File: src/rtl/safeload_pkg.sv
`timescale 1ns/1ps
package safeload_pkg;
  typedef enum logic [1:0] {TGT_NONE, TGT_COEF, TGT_RAMP} tgt_e;
endpackage

File: src/rtl/safeload_regs.sv
`timescale 1ns/1ps
module safeload_regs #(
  parameter int NUM_SLOTS = 5,
  parameter int ADDR_W    = 16,
  parameter int DATA_W    = 40,
  parameter int DATA_BASE = 'h0A40,
  parameter int ADDR_BASE = 'h0A45,
  localparam int IDXW     = (NUM_SLOTS > 1) ? $clog2(NUM_SLOTS) : 1
) (
  input  logic                                 clk_i,
  input  logic                                 rst_ni,
  input  logic                                 wr_en_i,
  input  logic [ADDR_W-1:0]                    wr_addr_i,
  input  logic [DATA_W-1:0]                    wr_data_i,
  input  logic                                 lock_i,
  input  logic                                 clr_en_i,
  input  logic [IDXW-1:0]                      clr_idx_i,
  output logic [NUM_SLOTS-1:0]                 valid_o,
  output logic [NUM_SLOTS-1:0][ADDR_W-1:0]     slot_addr_o,
  output logic [NUM_SLOTS-1:0][DATA_W-1:0]     slot_data_o,
  output logic                                 blocked_o
);
  localparam logic [ADDR_W-1:0] WIN_LO = ADDR_W'(DATA_BASE);
  localparam logic [ADDR_W-1:0] WIN_HI = ADDR_W'(ADDR_BASE + NUM_SLOTS);

  logic [NUM_SLOTS-1:0] valid_q;

  for (genvar g = 0; g < NUM_SLOTS; g++) begin : g_slot
    logic hit_data, hit_addr;
    assign hit_data = wr_en_i && !lock_i && (wr_addr_i == ADDR_W'(DATA_BASE + g));
    assign hit_addr = wr_en_i && !lock_i && (wr_addr_i == ADDR_W'(ADDR_BASE + g));

    always_ff @(posedge clk_i or negedge rst_ni) begin
      if (!rst_ni) begin
        valid_q[g]     <= 1'b0;
        slot_data_o[g] <= '0;
        slot_addr_o[g] <= '0;
      end else begin
        if (hit_data) begin
          slot_data_o[g] <= wr_data_i;
          valid_q[g]     <= 1'b1;
        end else if (clr_en_i && clr_idx_i == IDXW'(g)) begin
          valid_q[g]     <= 1'b0;
        end
        if (hit_addr) slot_addr_o[g] <= wr_data_i[ADDR_W-1:0];
      end
    end
  end

  assign valid_o   = valid_q;
  assign blocked_o = wr_en_i && lock_i && (wr_addr_i >= WIN_LO) && (wr_addr_i < WIN_HI);


  no_rearm_chk: assert property (@(posedge clk_i) disable iff (!rst_ni)
    lock_i |=> ($countones(valid_q) <= $past($countones(valid_q))));
endmodule

File: src/rtl/safeload_seq.sv
`timescale 1ns/1ps
module safeload_seq #(
  parameter int NUM_SLOTS = 5,
  localparam int IDXW     = (NUM_SLOTS > 1) ? $clog2(NUM_SLOTS) : 1
) (
  input  logic                 clk_i,
  input  logic                 rst_ni,
  input  logic                 commit_i,
  input  logic                 idle_i,
  input  logic [NUM_SLOTS-1:0] valid_i,
  output logic                 busy_o,
  output logic                 issue_o,
  output logic [IDXW-1:0]      issue_idx_o,
  output logic                 done_o
);
  logic pending_q, busy_q, done_q, start, any_valid;

  always_comb begin
    issue_idx_o = '0;
    for (int i = NUM_SLOTS - 1; i >= 0; i--)
      if (valid_i[i]) issue_idx_o = IDXW'(i);
  end

  assign any_valid = |valid_i;
  assign start     = (pending_q || commit_i) && idle_i && !busy_q;
  assign issue_o   = busy_q && any_valid;

  always_ff @(posedge clk_i or negedge rst_ni) begin
    if (!rst_ni) begin
      pending_q <= 1'b0;
      busy_q    <= 1'b0;
      done_q    <= 1'b0;
    end else begin
      if (start)         pending_q <= 1'b0;
      else if (commit_i) pending_q <= 1'b1;
      if (start)                      busy_q <= 1'b1;
      else if (busy_q && !any_valid)  busy_q <= 1'b0;
      done_q <= busy_q && !any_valid;
    end
  end

  assign busy_o = busy_q;
  assign done_o = done_q;


  done_pulse_chk: assert property (@(posedge clk_i) disable iff (!rst_ni)
    done_q |=> !done_q);

  start_in_idle_chk: assert property (@(posedge clk_i) disable iff (!rst_ni)
    $rose(busy_q) |-> $past(idle_i));
endmodule

File: src/rtl/safeload_route.sv
`timescale 1ns/1ps
module safeload_route
  import safeload_pkg::*;
#(
  parameter int ADDR_W     = 16,
  parameter int DATA_W     = 40,
  parameter int COEF_DEPTH = 1024,
  parameter int COEF_W     = 28,
  parameter int RAMP_BASE  = 'h0A00,
  parameter int RAMP_DEPTH = 64,
  parameter int RAMP_W     = 34,
  localparam int COEF_AW   = $clog2(COEF_DEPTH),
  localparam int RAMP_AW   = $clog2(RAMP_DEPTH)
) (
  input  logic               clk_i,
  input  logic               rst_ni,
  input  logic               issue_i,
  input  logic [ADDR_W-1:0]  addr_i,
  input  logic [DATA_W-1:0]  data_i,
  output logic               coef_we_o,
  output logic [COEF_AW-1:0] coef_addr_o,
  output logic [COEF_W-1:0]  coef_data_o,
  output logic               ramp_we_o,
  output logic [RAMP_AW-1:0] ramp_addr_o,
  output logic [RAMP_W-1:0]  ramp_data_o,
  output logic               range_err_o
);
  localparam logic [ADDR_W-1:0] COEF_LIM = ADDR_W'(COEF_DEPTH);
  localparam logic [ADDR_W-1:0] RAMP_LO  = ADDR_W'(RAMP_BASE);
  localparam logic [ADDR_W-1:0] RAMP_HI  = ADDR_W'(RAMP_BASE + RAMP_DEPTH);

  tgt_e              tgt;
  logic [ADDR_W-1:0] ramp_off;
  logic              unused_bits;

  assign ramp_off    = addr_i - RAMP_LO;
  assign unused_bits = ^{ramp_off[ADDR_W-1:RAMP_AW], data_i[DATA_W-1:RAMP_W]};

  always_comb begin
    if (addr_i < COEF_LIM)                          tgt = TGT_COEF;
    else if (addr_i >= RAMP_LO && addr_i < RAMP_HI) tgt = TGT_RAMP;
    else                                            tgt = TGT_NONE;
  end

  always_ff @(posedge clk_i or negedge rst_ni) begin
    if (!rst_ni) begin
      coef_we_o   <= 1'b0;
      coef_addr_o <= '0;
      coef_data_o <= '0;
      ramp_we_o   <= 1'b0;
      ramp_addr_o <= '0;
      ramp_data_o <= '0;
      range_err_o <= 1'b0;
    end else begin
      coef_we_o <= issue_i && (tgt == TGT_COEF);
      ramp_we_o <= issue_i && (tgt == TGT_RAMP);
      if (issue_i && tgt == TGT_COEF) begin
        coef_addr_o <= addr_i[COEF_AW-1:0];
        coef_data_o <= data_i[COEF_W-1:0];
      end
      if (issue_i && tgt == TGT_RAMP) begin
        ramp_addr_o <= ramp_off[RAMP_AW-1:0];
        ramp_data_o <= data_i[RAMP_W-1:0];
      end
      if (issue_i && tgt == TGT_NONE) range_err_o <= 1'b1;
    end
  end


  one_target_chk: assert property (@(posedge clk_i) disable iff (!rst_ni)
    !(coef_we_o && ramp_we_o));

  err_no_write_chk: assert property (@(posedge clk_i) disable iff (!rst_ni)
    $rose(range_err_o) |-> (!coef_we_o && !ramp_we_o));
endmodule

File: src/rtl/safeload_ctrl.sv
`timescale 1ns/1ps
module safeload_ctrl #(
  parameter int NUM_SLOTS  = 5,
  parameter int ADDR_W     = 16,
  parameter int DATA_W     = 40,
  parameter int DATA_BASE  = 'h0A40,
  parameter int ADDR_BASE  = 'h0A45,
  parameter int COEF_DEPTH = 1024,
  parameter int COEF_W     = 28,
  parameter int RAMP_BASE  = 'h0A00,
  parameter int RAMP_DEPTH = 64,
  parameter int RAMP_W     = 34,
  localparam int COEF_AW   = $clog2(COEF_DEPTH),
  localparam int RAMP_AW   = $clog2(RAMP_DEPTH)
) (
  input  logic               clk_i,
  input  logic               rst_ni,
  input  logic               wr_en_i,
  input  logic [ADDR_W-1:0]  wr_addr_i,
  input  logic [DATA_W-1:0]  wr_data_i,
  input  logic               commit_i,
  input  logic               idle_i,
  output logic               coef_we_o,
  output logic [COEF_AW-1:0] coef_addr_o,
  output logic [COEF_W-1:0]  coef_data_o,
  output logic               ramp_we_o,
  output logic [RAMP_AW-1:0] ramp_addr_o,
  output logic [RAMP_W-1:0]  ramp_data_o,
  output logic               busy_o,
  output logic               done_o,
  output logic               range_err_o,
  output logic               wr_err_o
);
  localparam int IDXW = (NUM_SLOTS > 1) ? $clog2(NUM_SLOTS) : 1;

  logic [NUM_SLOTS-1:0]             valid;
  logic [NUM_SLOTS-1:0][ADDR_W-1:0] slot_addr;
  logic [NUM_SLOTS-1:0][DATA_W-1:0] slot_data;
  logic                             blocked, issue, busy;
  logic [IDXW-1:0]                  issue_idx;

  safeload_regs #(
    .NUM_SLOTS(NUM_SLOTS), .ADDR_W(ADDR_W), .DATA_W(DATA_W),
    .DATA_BASE(DATA_BASE), .ADDR_BASE(ADDR_BASE)
  ) u_regs (
    .clk_i, .rst_ni, .wr_en_i, .wr_addr_i, .wr_data_i,
    .lock_i(busy), .clr_en_i(issue), .clr_idx_i(issue_idx),
    .valid_o(valid), .slot_addr_o(slot_addr), .slot_data_o(slot_data),
    .blocked_o(blocked)
  );

  safeload_seq #(.NUM_SLOTS(NUM_SLOTS)) u_seq (
    .clk_i, .rst_ni, .commit_i, .idle_i, .valid_i(valid),
    .busy_o(busy), .issue_o(issue), .issue_idx_o(issue_idx), .done_o
  );

  safeload_route #(
    .ADDR_W(ADDR_W), .DATA_W(DATA_W), .COEF_DEPTH(COEF_DEPTH), .COEF_W(COEF_W),
    .RAMP_BASE(RAMP_BASE), .RAMP_DEPTH(RAMP_DEPTH), .RAMP_W(RAMP_W)
  ) u_route (
    .clk_i, .rst_ni, .issue_i(issue),
    .addr_i(slot_addr[issue_idx]), .data_i(slot_data[issue_idx]),
    .coef_we_o, .coef_addr_o, .coef_data_o,
    .ramp_we_o, .ramp_addr_o, .ramp_data_o, .range_err_o
  );

  always_ff @(posedge clk_i or negedge rst_ni) begin
    if (!rst_ni)      wr_err_o <= 1'b0;
    else if (blocked) wr_err_o <= 1'b1;
  end

  assign busy_o = busy;


  done_after_busy_chk: assert property (@(posedge clk_i) disable iff (!rst_ni)
    $fell(busy) |-> done_o);

  write_in_drain_chk: assert property (@(posedge clk_i) disable iff (!rst_ni)
    (coef_we_o || ramp_we_o) |-> $past(busy));
endmodule

File: config.mk
export PLATFORM = sky130hd
export DESIGN_NAME = safeload_ctrl
export DESIGN_NICKNAME = d
export VERILOG_FILES = /design/src/rtl/safeload_pkg.sv /design/src/rtl/safeload_regs.sv /design/src/rtl/safeload_seq.sv /design/src/rtl/safeload_route.sv /design/src/rtl/safeload_ctrl.sv
export SDC_FILE = /design/constraint.sdc
export NUM_CORES = 1
export LEC_CHECK = 0
export BUFFER_PORTS_ARGS = -buffer_cell sky130_fd_sc_hd__buf_2
export CAP_MARGIN = 10
export CORE_MARGIN = 4
export CORE_UTILIZATION = 50
export CTS_CLUSTER_SIZE = 24
export DETAILED_ROUTE_END_ITERATION = 8
export PLACE_DENSITY = 0.76
export SLEW_MARGIN = 20
export SYNTH_ARGS = -nofsm -noshare
export SYNTH_HDL_FRONTEND = slang
export SYNTH_SLANG_ARGS = --single-unit
File: constraint.sdc
create_clock -name clk_i -period 8.5 [get_ports clk_i]
set_clock_uncertainty 0.1 [all_clocks]
set_input_delay 0.425 -clock clk_i [delete_from_list [all_inputs] [get_ports clk_i]]
set_output_delay 0.425 -clock clk_i [all_outputs]
set_load 0.05 [all_outputs]
# --- Word level (Yosys, flattened, before mapping) ---
# Cells that the tools add are included.
op_classes:
  add_sub_neg: 1
  n_mul: 0
  div: 0
  magnitude_cmp: 6
  eq_ne: 16
  shifts: 0
  mux: 25
  bitwise_logic: 0
  reduce_logical: 40
ops:
  columns: ["cell", "n"]
  rows:
  - ["16-bit by 12-bit == test with 1-bit output (second input constant)", 10]
  - ["40-bit binary-select mux with 3-bit select", 1]
  - ["16-bit binary-select mux with 3-bit select", 1]
  - ["34-bit 2-to-1 mux", 1]
  - ["16-bit by 12-bit >= comparator with 1-bit output (second input constant)", 2]
  - ["16-bit by 12-bit less-than comparator with 1-bit output (second input constant)", 2]
  - ["1-bit logical AND", 27]
  - ["16-bit by 11-bit less-than comparator with 1-bit output (second input constant)", 1]
  - ["16-bit 2-to-1 mux", 1]
  - ["3-bit 2-to-1 mux", 5]
  - ["1-bit 2-to-1 mux", 14]
  - ["2-bit nonzero test", 7]
  - ["3-bit by 2-bit == test with 1-bit output (second input constant)", 2]
  - ["6-bit by 1-bit subtractor with 6-bit output (second input constant)", 1]
  - ["5-bit OR reduction", 1]
  - ["3-bit by 4-bit less-than comparator with 1-bit output (second input constant)", 1]
  - ["2-bit 2-to-1 mux", 2]
  - ["3-bit by 1-bit == test with 1-bit output (second input constant)", 1]
  - ["3-bit == test (second input constant)", 1]
  - ["3-bit logical NOT", 1]
  - ["2-bit by 1-bit == test with 1-bit output (second input constant)", 1]
  - ["2-bit == test (second input constant)", 1]
  - ["1-bit logical NOT", 2]
  - ["2-bit logical NOT", 1]
  - ["1-bit logical OR", 1]
word_totals:
  regBits: 370
  latchBits: 0
  mem_bits_rw: 0
  romBits: 0
  in_bits: 61
  wordCells: 114
  n_memories: 0

# --- Depth between registers and ports, before layout ---
# Gate-level depths: netlist of the first run.
depth:
  word_depth: 13
  mapped_depth: 10

# --- Modules after synthesis ---
# From an unflattened synthesis of the first run, not the netlist that was laid out.
unflattened:
  cells_unflattened: 1108
  area_unflattened_um2: 16500.8
modules_own_cells:
  columns: ["mod", "n_inst", "cells_per_inst", "area_each_um2", "seq_area_each_um2"]
  rows:
  - ["safeload_regs", 1, 649, 10759.1, 7131.8]
  - ["safeload_route", 1, 179, 3238.1, 2026.9]
  - ["safeload_ctrl", 1, 261, 2338.5, 25.0]
  - ["safeload_seq", 1, 19, 165.2, 75.1]

# --- Worst setup path before layout of the first run ---
# OpenSTA, ideal clock, no wires.
synth_path:
  kind: "input-to-reg"
  startpoint: "input port wr_addr_i[8]"
  endpoint: "register u_regs.slot_addr_o[69] (netlist bit)"
  setup_time_ps: 125
  t_arrival_ps: 2560
  setup_slack_ps: 5716
  cell_stages: 6
  cell_sequence: "nor4b_1 > nand4_1 > or4b_2 > nor3b_2 > buf_2 > mux2_2"
synth_via:
  elab_chain_cells: 2
synth_rtl:
  columns: ["item", "line", "text"]
  rows:
  - ["start, declared", "safeload_ctrl.sv:19", "input logic [ADDR_W-1:0] wr_addr_i,"]
  - ["16-bit by 12-bit == test with 1-bit output", "safeload_regs.sv:31", "assign hit_addr = wr_en_i && !lock_i && (wr_addr_i == ADDR_W'(ADDR_BASE + g));"]
  - ["1-bit logical AND", "safeload_regs.sv:31", null]
  - ["end signal, assigned by index", "safeload_regs.sv:45", "if (hit_addr) slot_addr_o[g] <= wr_data_i[ADDR_W-1:0];"]
  - ["end, declared", "safeload_regs.sv:19", "output logic [NUM_SLOTS-1:0][ADDR_W-1:0] slot_addr_o,"]
# Every way passes these cells.
# A chain may end at the register's enable or synchronous reset.

# --- Worst setup path in the final report of the first run ---
layout_path:
  startpoint: "register u_regs.valid_q[0] (netlist: u_regs.valid_o[0])"
  endpoint: "register u_route.ramp_data_o[19]"
layout_via:
  elab_chain_cells: 9
  word_cells_on_any_way: 15
  cone_classes: "3 x order compare; 1 x eq/ne; 7 x mux; 4 x reduce/logical"
layout_rtl:
  columns: ["item", "line", "text"]
  rows:
  - ["start, declared", "safeload_regs.sv:26", "logic [NUM_SLOTS-1:0] valid_q;"]
  - ["start signal, assigned by index", "safeload_regs.sv:35", "valid_q[g] <= 1'b0;"]
  - ["start signal, assigned by index", "safeload_regs.sv:41", "valid_q[g] <= 1'b1;"]
  - ["start signal, assigned by index", "safeload_regs.sv:43", "valid_q[g] <= 1'b0;"]
  - ["3-bit 2-to-1 mux", "safeload_seq.sv:21", "if (valid_i[i]) issue_idx_o = IDXW'(i);"]
  - ["16-bit binary-select mux with 3-bit select", "safeload_ctrl.sv:62", ".addr_i(slot_addr[issue_idx]), .data_i(slot_data[issue_idx]),"]
  - ["16-bit 2-to-1 mux (implied by the code)", "safeload_ctrl.sv:62", null]
  - ["16-bit by 12-bit >= comparator with 1-bit output / 16-bit by 12-bit less-than comparator with 1-bit output (equally long branches)", "safeload_route.sv:41", "else if (addr_i >= RAMP_LO && addr_i < RAMP_HI) tgt = TGT_RAMP;"]
  - ["1-bit logical AND", "safeload_route.sv:41", null]
  - ["2-bit 2-to-1 mux", "safeload_route.sv:41", null]
  - ["2-bit 2-to-1 mux", "safeload_route.sv:40", "if (addr_i < COEF_LIM) tgt = TGT_COEF;"]
  - ["2-bit == test", "safeload_route.sv:61", "if (issue_i && tgt == TGT_RAMP) begin"]
  - ["1-bit logical AND", "safeload_route.sv:61", null]
  - ["end signal, assigned", "safeload_route.sv:63", "ramp_data_o <= data_i[RAMP_W-1:0];"]
  - ["end, declared", "safeload_route.sv:25", "output logic [RAMP_W-1:0] ramp_data_o,"]
# Several ways; a longest one is shown, not always the timed one. The select of a mux whose other input is x is not followed.

==> flow_summary.ini, run 1 <==
[power_and_ir_drop]
p_comb_share_pct = 2.3
intPower_mw = 2.58
total_power_mw = 3.25
vdd.ir_drop.worst_mv = 0.131
sw_frac_of_total_pct = 20.4
p_switching_mw = 0.663
power_density_nw_per_um2 = 195
p_clk_share_pct = 47.7
p_leak_nw = 8.85
seq_power_share_pct = 50.0

[floorplan]
start_util_pct = 50.5
die_x_um = 178
die_h_um = 178
core_um2 = 28600
dieArea_um2 = 31700
num_rows = 62
pin_count = 145

[final_layout]
layout.nets = 1193
drive_gt1_share_pct = 46.8
num-fill-cells = 2208
areaGrowthSynthToFinish_pct = 15.1
final_cells = 1542

[synthesis]
syn-cell-area_um2 = 14500
synth_top_area_cell = dfrtp_1
avgSynthCellArea_um2 = 14.1
yosysWarnings = 0
async_flop_share_pct = 100
synth-seq-cells = 340
seq_area_frac_synth_pct = 58.8
synth_top_area_share_pct = 58.8
synth_cell_types = 55
syn_inst = 1025
synth_fp_nets = 1086
yosys-top-cells-area = dfrtp_1 59%, mux2_2 22%, mux2_4 3.7%
synth_edf_count = 0
synth_flop_cell = dfrtp_1

[grt]
grt_max_degree = 202
overflow = 0
gr-usage-all-layers_pct = 20.5
antenna_found_initial = 2
grt_pass1_vias = 9347
grt_pass1_wl_um = 51300

[sta]
setup_viol = 0
drv_slew = 0
tightest_slew_ns = 1.13
holdWs_ns = 0.0830
relSlewSlack_pct = 24.6
fin_crit_ns = 4.30
rsz0062_at_grt = no
max_freq_mhz = 233
tns_ns = 0
setup_slack_ns = 4.20
period_share_pct = 50.6
finalHoldViolCount = 0

[drt]
drtIter0Drc = 737
drc = 0
drt_first_pass_iters = 5
postRouteAntennaNets = 0
wire_per_inst_um = 21.1
vias_per_cell = 5.76
vias = 8883
drt-total-wl_um = 32600

[place]
dp_cells = 1477
pre_cts_ws_ns = 4.26
gp_congestion = 0.804
io_buffers = 138
dp_hpwl_um = 19300

[setup_path]
ff2ff_setup_slack_ns = 4.20
critical_path_arrival_ns = 4.58
r2r-start = u_regs.valid_o[0]
worstReg2RegEnd = u_route.ramp_data_o[19]
cp-end-kind = flop
crit_end = u_route.ramp_data_o[19]
ff2ff_path_depth = 6
cp-startpoint = u_regs.valid_o[0]
criticalPathCategory = reg -> reg
critPathLaunchType = flop
required_ns = 8.78
crit_fanout = 40

[clocking]
ctsHtreeMaxLevel = 2
cts_root_buffer = clkbuf_16
cts_tree = done
cts_resized = 0
cts.clk_slew.worst_paths_ns = 0.06
numCtsBuffers = 34
clk_latency_ns = 0.51
clockBufferDepth = 3
cts_sinks = 340

[min_path]
hold_path.class = in -> reg

[run]
drv_cap = 0

[status]
status = finished clean
[logic make-up after synthesis]
logic type | count (synthesis) | synth area share [%]
AND/OR/NAND/NOR | 153 | 5.35
buffers and inverters | 91 | 2.80
multiplexers | 333 | 27.2
flip-flops | 340 | 58.8
AO/OA/AOI/OAI | 108 | 5.80
[cell usage after synthesis, drive strengths merged (3+ instances only)]
master,count
dfrtp,340
or2,4
inv,13
nand3,5
nor4b,3
nor4,4
nor2b,9
mux2i,11
buf,39
mux4,6
nand2,67
nor2,37
mux2,316
a222oi,37
nor3b,3
a21oi,3
a31oi,32
or4,4
clkbuf,39
a22oi,5
o21ai,15
nor3,4
[layout by cell type (no fill, tap or decap), types with 8 or more instances in the layout]
| cell | synthesis | layout |
|---|---|---|
| o21ai_0 | 14 | 14 |
| mux2i_1 | 11 | 11 |
| buf_2 | 12 | 137 |
| clkbuf_16 | 0 | 37 |
| dfrtp_1 | 340 | 340 |
| clkbuf_1 | 39 | 9 |
| nor2_1 | 37 | 37 |
| nor2b_1 | 9 | 8 |
| mux2_4 | 36 | 36 |
| inv_1 | 13 | 13 |
| nand2_1 | 67 | 62 |
| a222oi_1 | 37 | 37 |
| mux2_2 | 280 | 280 |
| a31oi_1 | 32 | 32 |
[how the worst min path moves through the flow]
stage | from | to | slack, ns | cells after the start
after floorplan | rst_ni | u_regs.slot_addr_o[0] | 0.03 | 0
after global placement | u_route.coef_addr_o[2] | u_route.coef_addr_o[2] | 0.36 | 2
after detailed placement | wr_err_o | wr_err_o | 0.36 | 1
after CTS | rst_ni | u_route.ramp_data_o[30] | 0.007 | 1
after global routing | wr_data_i[25] | u_regs.slot_data_o[105] | 0.10 | 2
final | commit_i | u_seq.pending_q | 0.08 | 3
[layer usage]
metal / vias to the layer above / global-route usage [%] / share of wire, % / routed length [µm]
met1: 4652 / 26.2 / 41 / 13400
met2: 216 / 36.1 / 52 / 16800
met4: 2 / 5.58 / 2.0 / 642
met5: - / 0 / 0.043 / 14
met3: 49 / 3.45 / 5.0 / 1640
li1: 3964 / - / - / -
[timing repair]
action,CTS,global route
endpoints found under the setup margin,0,0
endpoints found under the hold margin,0,69
hold buffers,0,1
setup buffers,0,0
[worst max-delay path, cell delays in order, from the launching register on]
cell and delay (ns):
dfrtp_1 0.66, nor4_4 0.60, nand2_2 0.58, buf_4 0.48, o32a_1 0.37, or4_4 0.87
mux2_4 0.43
[state kept, by name (all words and copies together) (netlist names)]
register             flops
u_route.coef_we_o        1
u_regs.slot_data_o     170
u_route.range_err_o      1
u_regs.valid_o           5
u_seq.pending_q          1
u_seq.done_o             1
u_route.coef_data_o     28
u_seq.busy_o             1
u_route.coef_addr_o     10
u_route.ramp_we_o        1
u_regs.slot_addr_o      80
u_route.ramp_data_o     34
u_route.ramp_addr_o      6
wr_err_o                 1
[metrics by stage]
| stage | utilization (%) | cell area [µm²] |
|---|---|---|
| 2_1_floorplan | - | 14500 |
| 3_3_place_gp | 53.9 | 15400 |
| 3_5_place_dp | 53.9 | 15400 |
| 4_1_cts | 58.0 | 16600 |
| 5_1_grt | 58.2 | 16700 |
| 6_report | 58.2 | 16700 |
[area by class of cell]
cell class / count / area (µm²) / share of cell area (%)
flip-flops and latches: 340 / 8510 / 51.1
multi-input cells: 594 / 5600 / 33.6
clock buffers: 53 / 1060 / 6.34
repair buffers: 149 / 838 / 5.03
well taps: 384 / 480 / 2.88
clock inverters: 8 / 118 / 0.706
inverters: 13 / 48.8 / 0.293
diodes: 1 / 2.50 / 0.0150
[power groups by stage]
stage                     Clock, mW  Combinational [mW]  Sequential (mW)
after detailed placement          0              0.0743             1.65
after floorplan                   0              0.0146             1.65
after CTS                      1.58              0.0745             1.62
final                          1.55              0.0756             1.62
after global routing           1.65              0.0860             1.62
after global placement            0              0.0729             1.65
Power figures use the tool's default switching activity.
==> run 2, diff against run 1 <==
==> constraint.sdc (replaced) <==
create_clock -name clk_i -period 4.26 [get_ports clk_i]
set_clock_uncertainty 0.1 [all_clocks]
set_input_delay 0.213 -clock clk_i [delete_from_list [all_inputs] [get_ports clk_i]]
set_output_delay 0.213 -clock clk_i [all_outputs]
set_load 0.05 [all_outputs]
==> flow_summary.ini, run 2 (synthesis gave the netlist of run 1 again) <==
[final_layout]
layout.nets = 1241
drive_gt1_share_pct = 46.4
final_cells = 1583
antenna_cells = 0
top_register = u_regs.slot_data_o
design_area_um2 = 17000
areaGrowthSynthToFinish_pct = 17.3
register_area_um2 = 8510
layout_common_cells = 340 x dfrtp_1, 280 x mux2_2, 137 x buf_2, 62 x nand2_1
num-fill-cells = 2184
largest_reg_flops = 170
fin_util_pct = 59.3
final_common_cell = dfrtp_1
multi_input_area_um2 = 5590
top_regs = u_regs.slot_data_o: 170 flops, u_regs.slot_addr_o: 80 flops, u_route.ramp_data_o: 34 flops

[setup_path]
criticalPathCategory = reg -> reg
r2r-start = u_regs.valid_o[0]
critical_path_arrival_ns = 3.80
crit_chain = nor4_4 -> and2_1 -> o41a_1 -> or4_4 -> buf_12 -> mux2_4
crit_slowest_cell = dfrtp_1
ff2ff_path_depth = 6
worstReg2RegEnd = u_route.ramp_data_o[20]
crit_fanout = 24
slowest_delay_ns = 0.85
critPathLaunchType = flop
crit_family = simple AND/OR/NAND/NOR gates
path_buf_inv = 1
ff2ff_setup_slack_ns = 0.74
cp-end-kind = flop
required_ns = 4.55

[drt]
drt-total-wl_um = 32300
vias_per_cell = 5.74
wire_per_inst_um = 20.4
vias = 9093
drtIter0Drc = 763
postRouteAntennaNets = 0
drt_first_pass_iters = 6
drc = 0

[clocking]
cts_sinks = 340
ctsHtreeMaxLevel = 2
post_cts.repair.setup_buffers = 0
numCtsBuffers = 35
cts.clk_slew.worst_paths_ns = 0.06
cts_tree = done
cts_root_buffer = clkbuf_16
clockBufferDepth = 3
clk_latency_ns = 0.52

[place]
dp_cells = 1497
io_buffers = 138
dpl-instance-area_um2 = 15600
gp_congestion = 0.814
pre_cts_ws_ns = 0.771
dp_hpwl_um = 20400

[sta]
relSlewSlack_pct = 39.3
holdWs_ns = 0.0110
tns_ns = 0
setup_slack_ns = 0.743
tightest_slew_ns = 0.905
fin_crit_ns = 3.52
drv_slew = 0
rsz0062_at_grt = no
period_share_pct = 82.6
max_freq_mhz = 284
finalHoldViolCount = 0
setup_viol = 0

[run]
drv_cap = 0

[status]
status = finished clean

[floorplan]
dieArea_um2 = 31700
core_um2 = 28600
start_util_pct = 50.5
die_x_um = 178
pin_count = 145
num_rows = 62
die_h_um = 178

[min_path]
hold_path_end = u_regs.slot_data_o[165]
hold_path.class = in -> reg
min_path_cells = 2
hold_start = wr_data_i[5]

[power_and_ir_drop]
total_power_mw = 6.30
p_leak_nw = 9.00
vdd.ir_drop.worst_mv = 0.232
power_density_nw_per_um2 = 371

[grt]
grt_max_degree = 104
grt_pass1_wl_um = 51800
antenna_found_initial = 1
gr-usage-all-layers_pct = 20.5
grt_pass1_vias = 9487
overflow = 0
## run 2: changes by cell type in the layout (fill, tap and decap cells not counted), moves of 2 or more
cell / delta
dlygate4sd3_1: +29
buf_4: +17
buf_12: +3
buf_16: -2
bufinv_16: -2
clkbuf_8: -2
## run 2: repair_timing
action	in CTS	in global routing
gates resized for setup	0	0
hold buffers	30	0
endpoints found under the hold margin	225	0
## run 2: power breakdown
part | switching, mW | internal, mW
Combinational | 0.120 | 0.0499
Sequential | 0.00377 | 3.23
Clock | 1.20 | 1.69
## run 2: how the worst max path moves through the flow
stage,start,end,slack [ns],depth (start not counted)
finish,u_regs.valid_o[0],u_route.ramp_data_o[20],0.74,6
global route,u_regs.valid_o[0],u_route.ramp_data_o[20],0.62,6
CTS,u_regs.valid_o[0],u_route.ramp_data_o[20],0.74,6
detailed placement,u_regs.valid_o[0],u_route.ramp_data_o[27],0.77,6
global placement,u_regs.valid_o[0],u_route.ramp_data_o[33],0.84,6
floorplan,u_seq.busy_o,u_regs.slot_addr_o[69],1.50,5
## run 2: area by class of cell
type / instances / share of cell area, %
Timing Repair Buffer: 196 / 7.43
Multi-Input combinational cell: 594 / 33.0
Clock inverter: 7 / 0.443
Sequential cell: 340 / 50.2
Clock buffer: 49 / 5.89
Tap cell: 384 / 2.83
Inverter: 13 / 0.288
## run 2: worst register-to-register path: stages (launching register included)
cell     delay [ns]
dfrtp_1        0.85
nor4_4         0.18
and2_1         0.34
o41a_1         0.53
or4_4          0.79
buf_12         0.29
mux2_4         0.32
## run 2: routing by layer
| metal | wire length, µm | vias to the layer above | track usage [%] |
|---|---|---|---|
| met1 | 13900 | 4739 | 27.9 |
| met3 | 1370 | 57 | 2.82 |
| met5 | 7 | - | 0 |
| met4 | 860 | 2 | 6.09 |
| li1 | - | 4065 | - |
| met2 | 16200 | 230 | 34.5 |
==> run 3, diff against run 2 <==
--- a/config.mk
+++ b/config.mk
@@ -5,6 +5,7 @@
 export SDC_FILE = /design/constraint.sdc
 export NUM_CORES = 1
 export LEC_CHECK = 0
+export ABC_AREA = 1
 export BUFFER_PORTS_ARGS = -buffer_cell sky130_fd_sc_hd__buf_2
 export CAP_MARGIN = 10
 export CORE_MARGIN = 4
==> constraint.sdc (replaced) <==
create_clock -name clk_i -period 3.3 [get_ports clk_i]
set_clock_uncertainty 0.1 [all_clocks]
set_input_delay 0.165 -clock clk_i [delete_from_list [all_inputs] [get_ports clk_i]]
set_output_delay 0.165 -clock clk_i [all_outputs]
set_load 0.05 [all_outputs]
==> flow_summary.ini, run 3 <==
[status]
status = finished clean

[place]
io_buffers = 138
dp_hpwl_um = 23300
gp_congestion = 0.856
dpl-instance-area_um2 = 15500

[sta]
max_freq_mhz = 341
drv_slew = 0
tightest_slew_ns = 0.764
fin_crit_ns = 2.93
rsz0062_at_grt = no
period_share_pct = 88.7
setup_viol = 0
relSlewSlack_pct = 49.1
tns_ns = 0
finalHoldViolCount = 0

[grt]
grt_max_degree = 98
gr-usage-all-layers_pct = 24.0
grt_use_met3_pct = 3.75
busiest_layer = met2
gr-usage-met1_pct = 34.7
overflow = 0
grt_pass1_wl_um = 60900
use_met2_pct = 38.0
grt_pass1_vias = 11600
antenna_found_initial = 1

[floorplan]
num_rows = 61
pin_count = 145
die_h_um = 178
start_util_pct = 51.2
die_x_um = 178
core_um2 = 28100
dieArea_um2 = 31500

[clocking]
post_cts.repair.setup_buffers = 0
cts_tree = done
numCtsBuffers = 34
cts_sinks = 340
clk_latency_ns = 0.51
cts_root_buffer = clkbuf_16
cts.clk_slew.worst_paths_ns = 0.06
ctsHtreeMaxLevel = 2
clockBufferDepth = 3

[synthesis]
syn-cell-area_um2 = 14400
synth_flop_cell = dfrtp_1
syn_inst = 1672
synth_cell_types = 35
yosys-top-cells-area = dfrtp_1 59%, nand2_1 16%, o21ai_0 11%
synth_top_area_cell = dfrtp_1
avgSynthCellArea_um2 = 8.60
synth_common_cells = 603 x nand2_1, 340 x dfrtp_1, 303 x o21ai_0
yosysMostFrequentCell = nand2_1
yosysWarnings = 0
seq_area_frac_synth_pct = 59.2
synth-seq-cells = 340
synth_top_area_share_pct = 59.2
synth_edf_count = 0
async_flop_share_pct = 100
synth_fp_nets = 1733

[power_and_ir_drop]
power_density_nw_per_um2 = 481
p_leak_nw = 8.56
p_comb_share_pct = 3.1
total_power_mw = 8.08
sw_frac_of_total_pct = 21.0
intPower_mw = 6.38
seq_power_share_pct = 51.7
vdd.ir_drop.worst_mv = 0.300
p_switching_mw = 1.70
p_clk_share_pct = 45.2

[final_layout]
drive_gt1_share_pct = 13.7
layout.nets = 1875
top_register = u_regs.slot_data_o
largest_reg_flops = 170
final_common_cell = nand2_1
top_regs = u_regs.slot_data_o: 170 flops, u_regs.slot_addr_o: 80 flops, u_route.ramp_data_o: 34 flops
areaGrowthSynthToFinish_pct = 16.8
antenna_cells = 0
layout_common_cells = 602 x nand2_1, 340 x dfrtp_1, 303 x o21ai_0, 137 x buf_2, 95 x nand3_1
design_area_um2 = 16800

[setup_path]
crit_slowest_cell = buf_4
slowest_delay_ns = 0.54
critical_path_arrival_ns = 3.21
crit_chain = nor2_4 -> nand3_2 -> inv_2 -> buf_4 -> buf_4 -> o21ai_0 -> nand3_1 -> nand2_1
crit_top_cell = buf_4
required_ns = 3.58
criticalPathCategory = reg -> reg
cp-end-kind = flop
critPathLaunchType = flop
crit_fanout = 55

[drt]
drt-total-wl_um = 37300
vias = 12200
drtIter0Drc = 1249
drc = 0
wire_per_inst_um = 16.8
drt_first_pass_iters = 5
vias_per_cell = 5.49
postRouteAntennaNets = 0

[run]
drv_cap = 0

[min_path]
hold_path.class = in -> reg
run 3: cell count changes after synthesis, moves of 32 or more:
cell,before,now
o21ai_0,14,303
a21oi_1,3,42
mux2_2,280,0
a222oi_1,37,0
nand2_1,67,603
inv_1,13,66
nand3_1,5,98
a31oi_1,32,0
mux2_4,36,0
run 3: area by class of cell:
cell class / count / area, µm²
Fill cell: 2420 / 11300
Sequential cell: 340 / 8510
Multi-Input combinational cell: 1162 / 5180
Timing Repair Buffer: 204 / 1320
Clock buffer: 51 / 986
Tap cell: 378 / 473
Inverter: 72 / 270
Clock inverter: 6 / 58.8
run 3: power by group through the flow:
stage | Sequential, mW | Clock (mW) | Combinational (mW)
floorplan | 4.26 | 0 | 0.0469
global placement | 4.25 | 0 | 0.221
detailed placement | 4.25 | 0 | 0.224
CTS | 4.18 | 3.70 | 0.251
global route | 4.17 | 3.88 | 0.280
finish | 4.18 | 3.65 | 0.247
run 3: cell families (layout without fill, tap and decap cells):
group / count (synthesis) / after routing / synth area share, %
AOI/OAI and AO/OA: 386 / 386 / 13.8
buffers and inverters: 170 / 333 / 4.98
DFF: 340 / 340 / 59.2
and+or+nand+nor: 776 / 776 / 22.0
run 3: worst paths after layout:
kind | startpoint | endpoint | depth (start not counted) | slack (ns)
min in group asynchronous | rst_ni | u_regs.slot_addr_o[15] | 2 | 0.18
max | u_regs.valid_o[0] | u_route.ramp_data_o[3] | 8 | 0.37
min reg2reg | u_route.ramp_data_o[8] | u_route.ramp_data_o[8] | 2 | 0.37
min | wr_data_i[12] | u_regs.slot_addr_o[28] | 3 | 0.02
max in group asynchronous | rst_ni | u_regs.slot_data_o[107] | 3 | 2.06
max reg2reg | u_regs.valid_o[0] | u_route.ramp_data_o[3] | 8 | 0.37
run 3: per-stage QoR:
step                      instances  setup WS, ns  util, %  hold WS (ns)
after floorplan                1672          1.14        -        -0.231
after global placement         2127         0.524     55.0         0.154
after detailed placement       2127         0.464     55.0         0.157
after CTS                      2213         0.433     59.8        0.0104
after global routing           2213         0.160     59.8        0.0357
final                          2213         0.371     59.8        0.0182
run 3: routing by layer:
layer	wire length (µm)	up-vias	share of wire [%]
li1	-	5731	-
met1	16700	5915	45
met2	17200	454	46
met3	2670	56	7.2
met4	721	2	1.9
met5	8	-	0.021
run 3: what timing repair did:
action,in CTS,in global routing
resized for setup,0,0
hold buffers,29,0
hold endpoints to repair,197,0
run 3: worst max-delay path: cells and delay by family, from the launching register on:
kind	cells	cell delay (ns)
flops	1	0.43
compound gates	1	0.42
simple gates	4	0.83
buf+inv	3	0.99
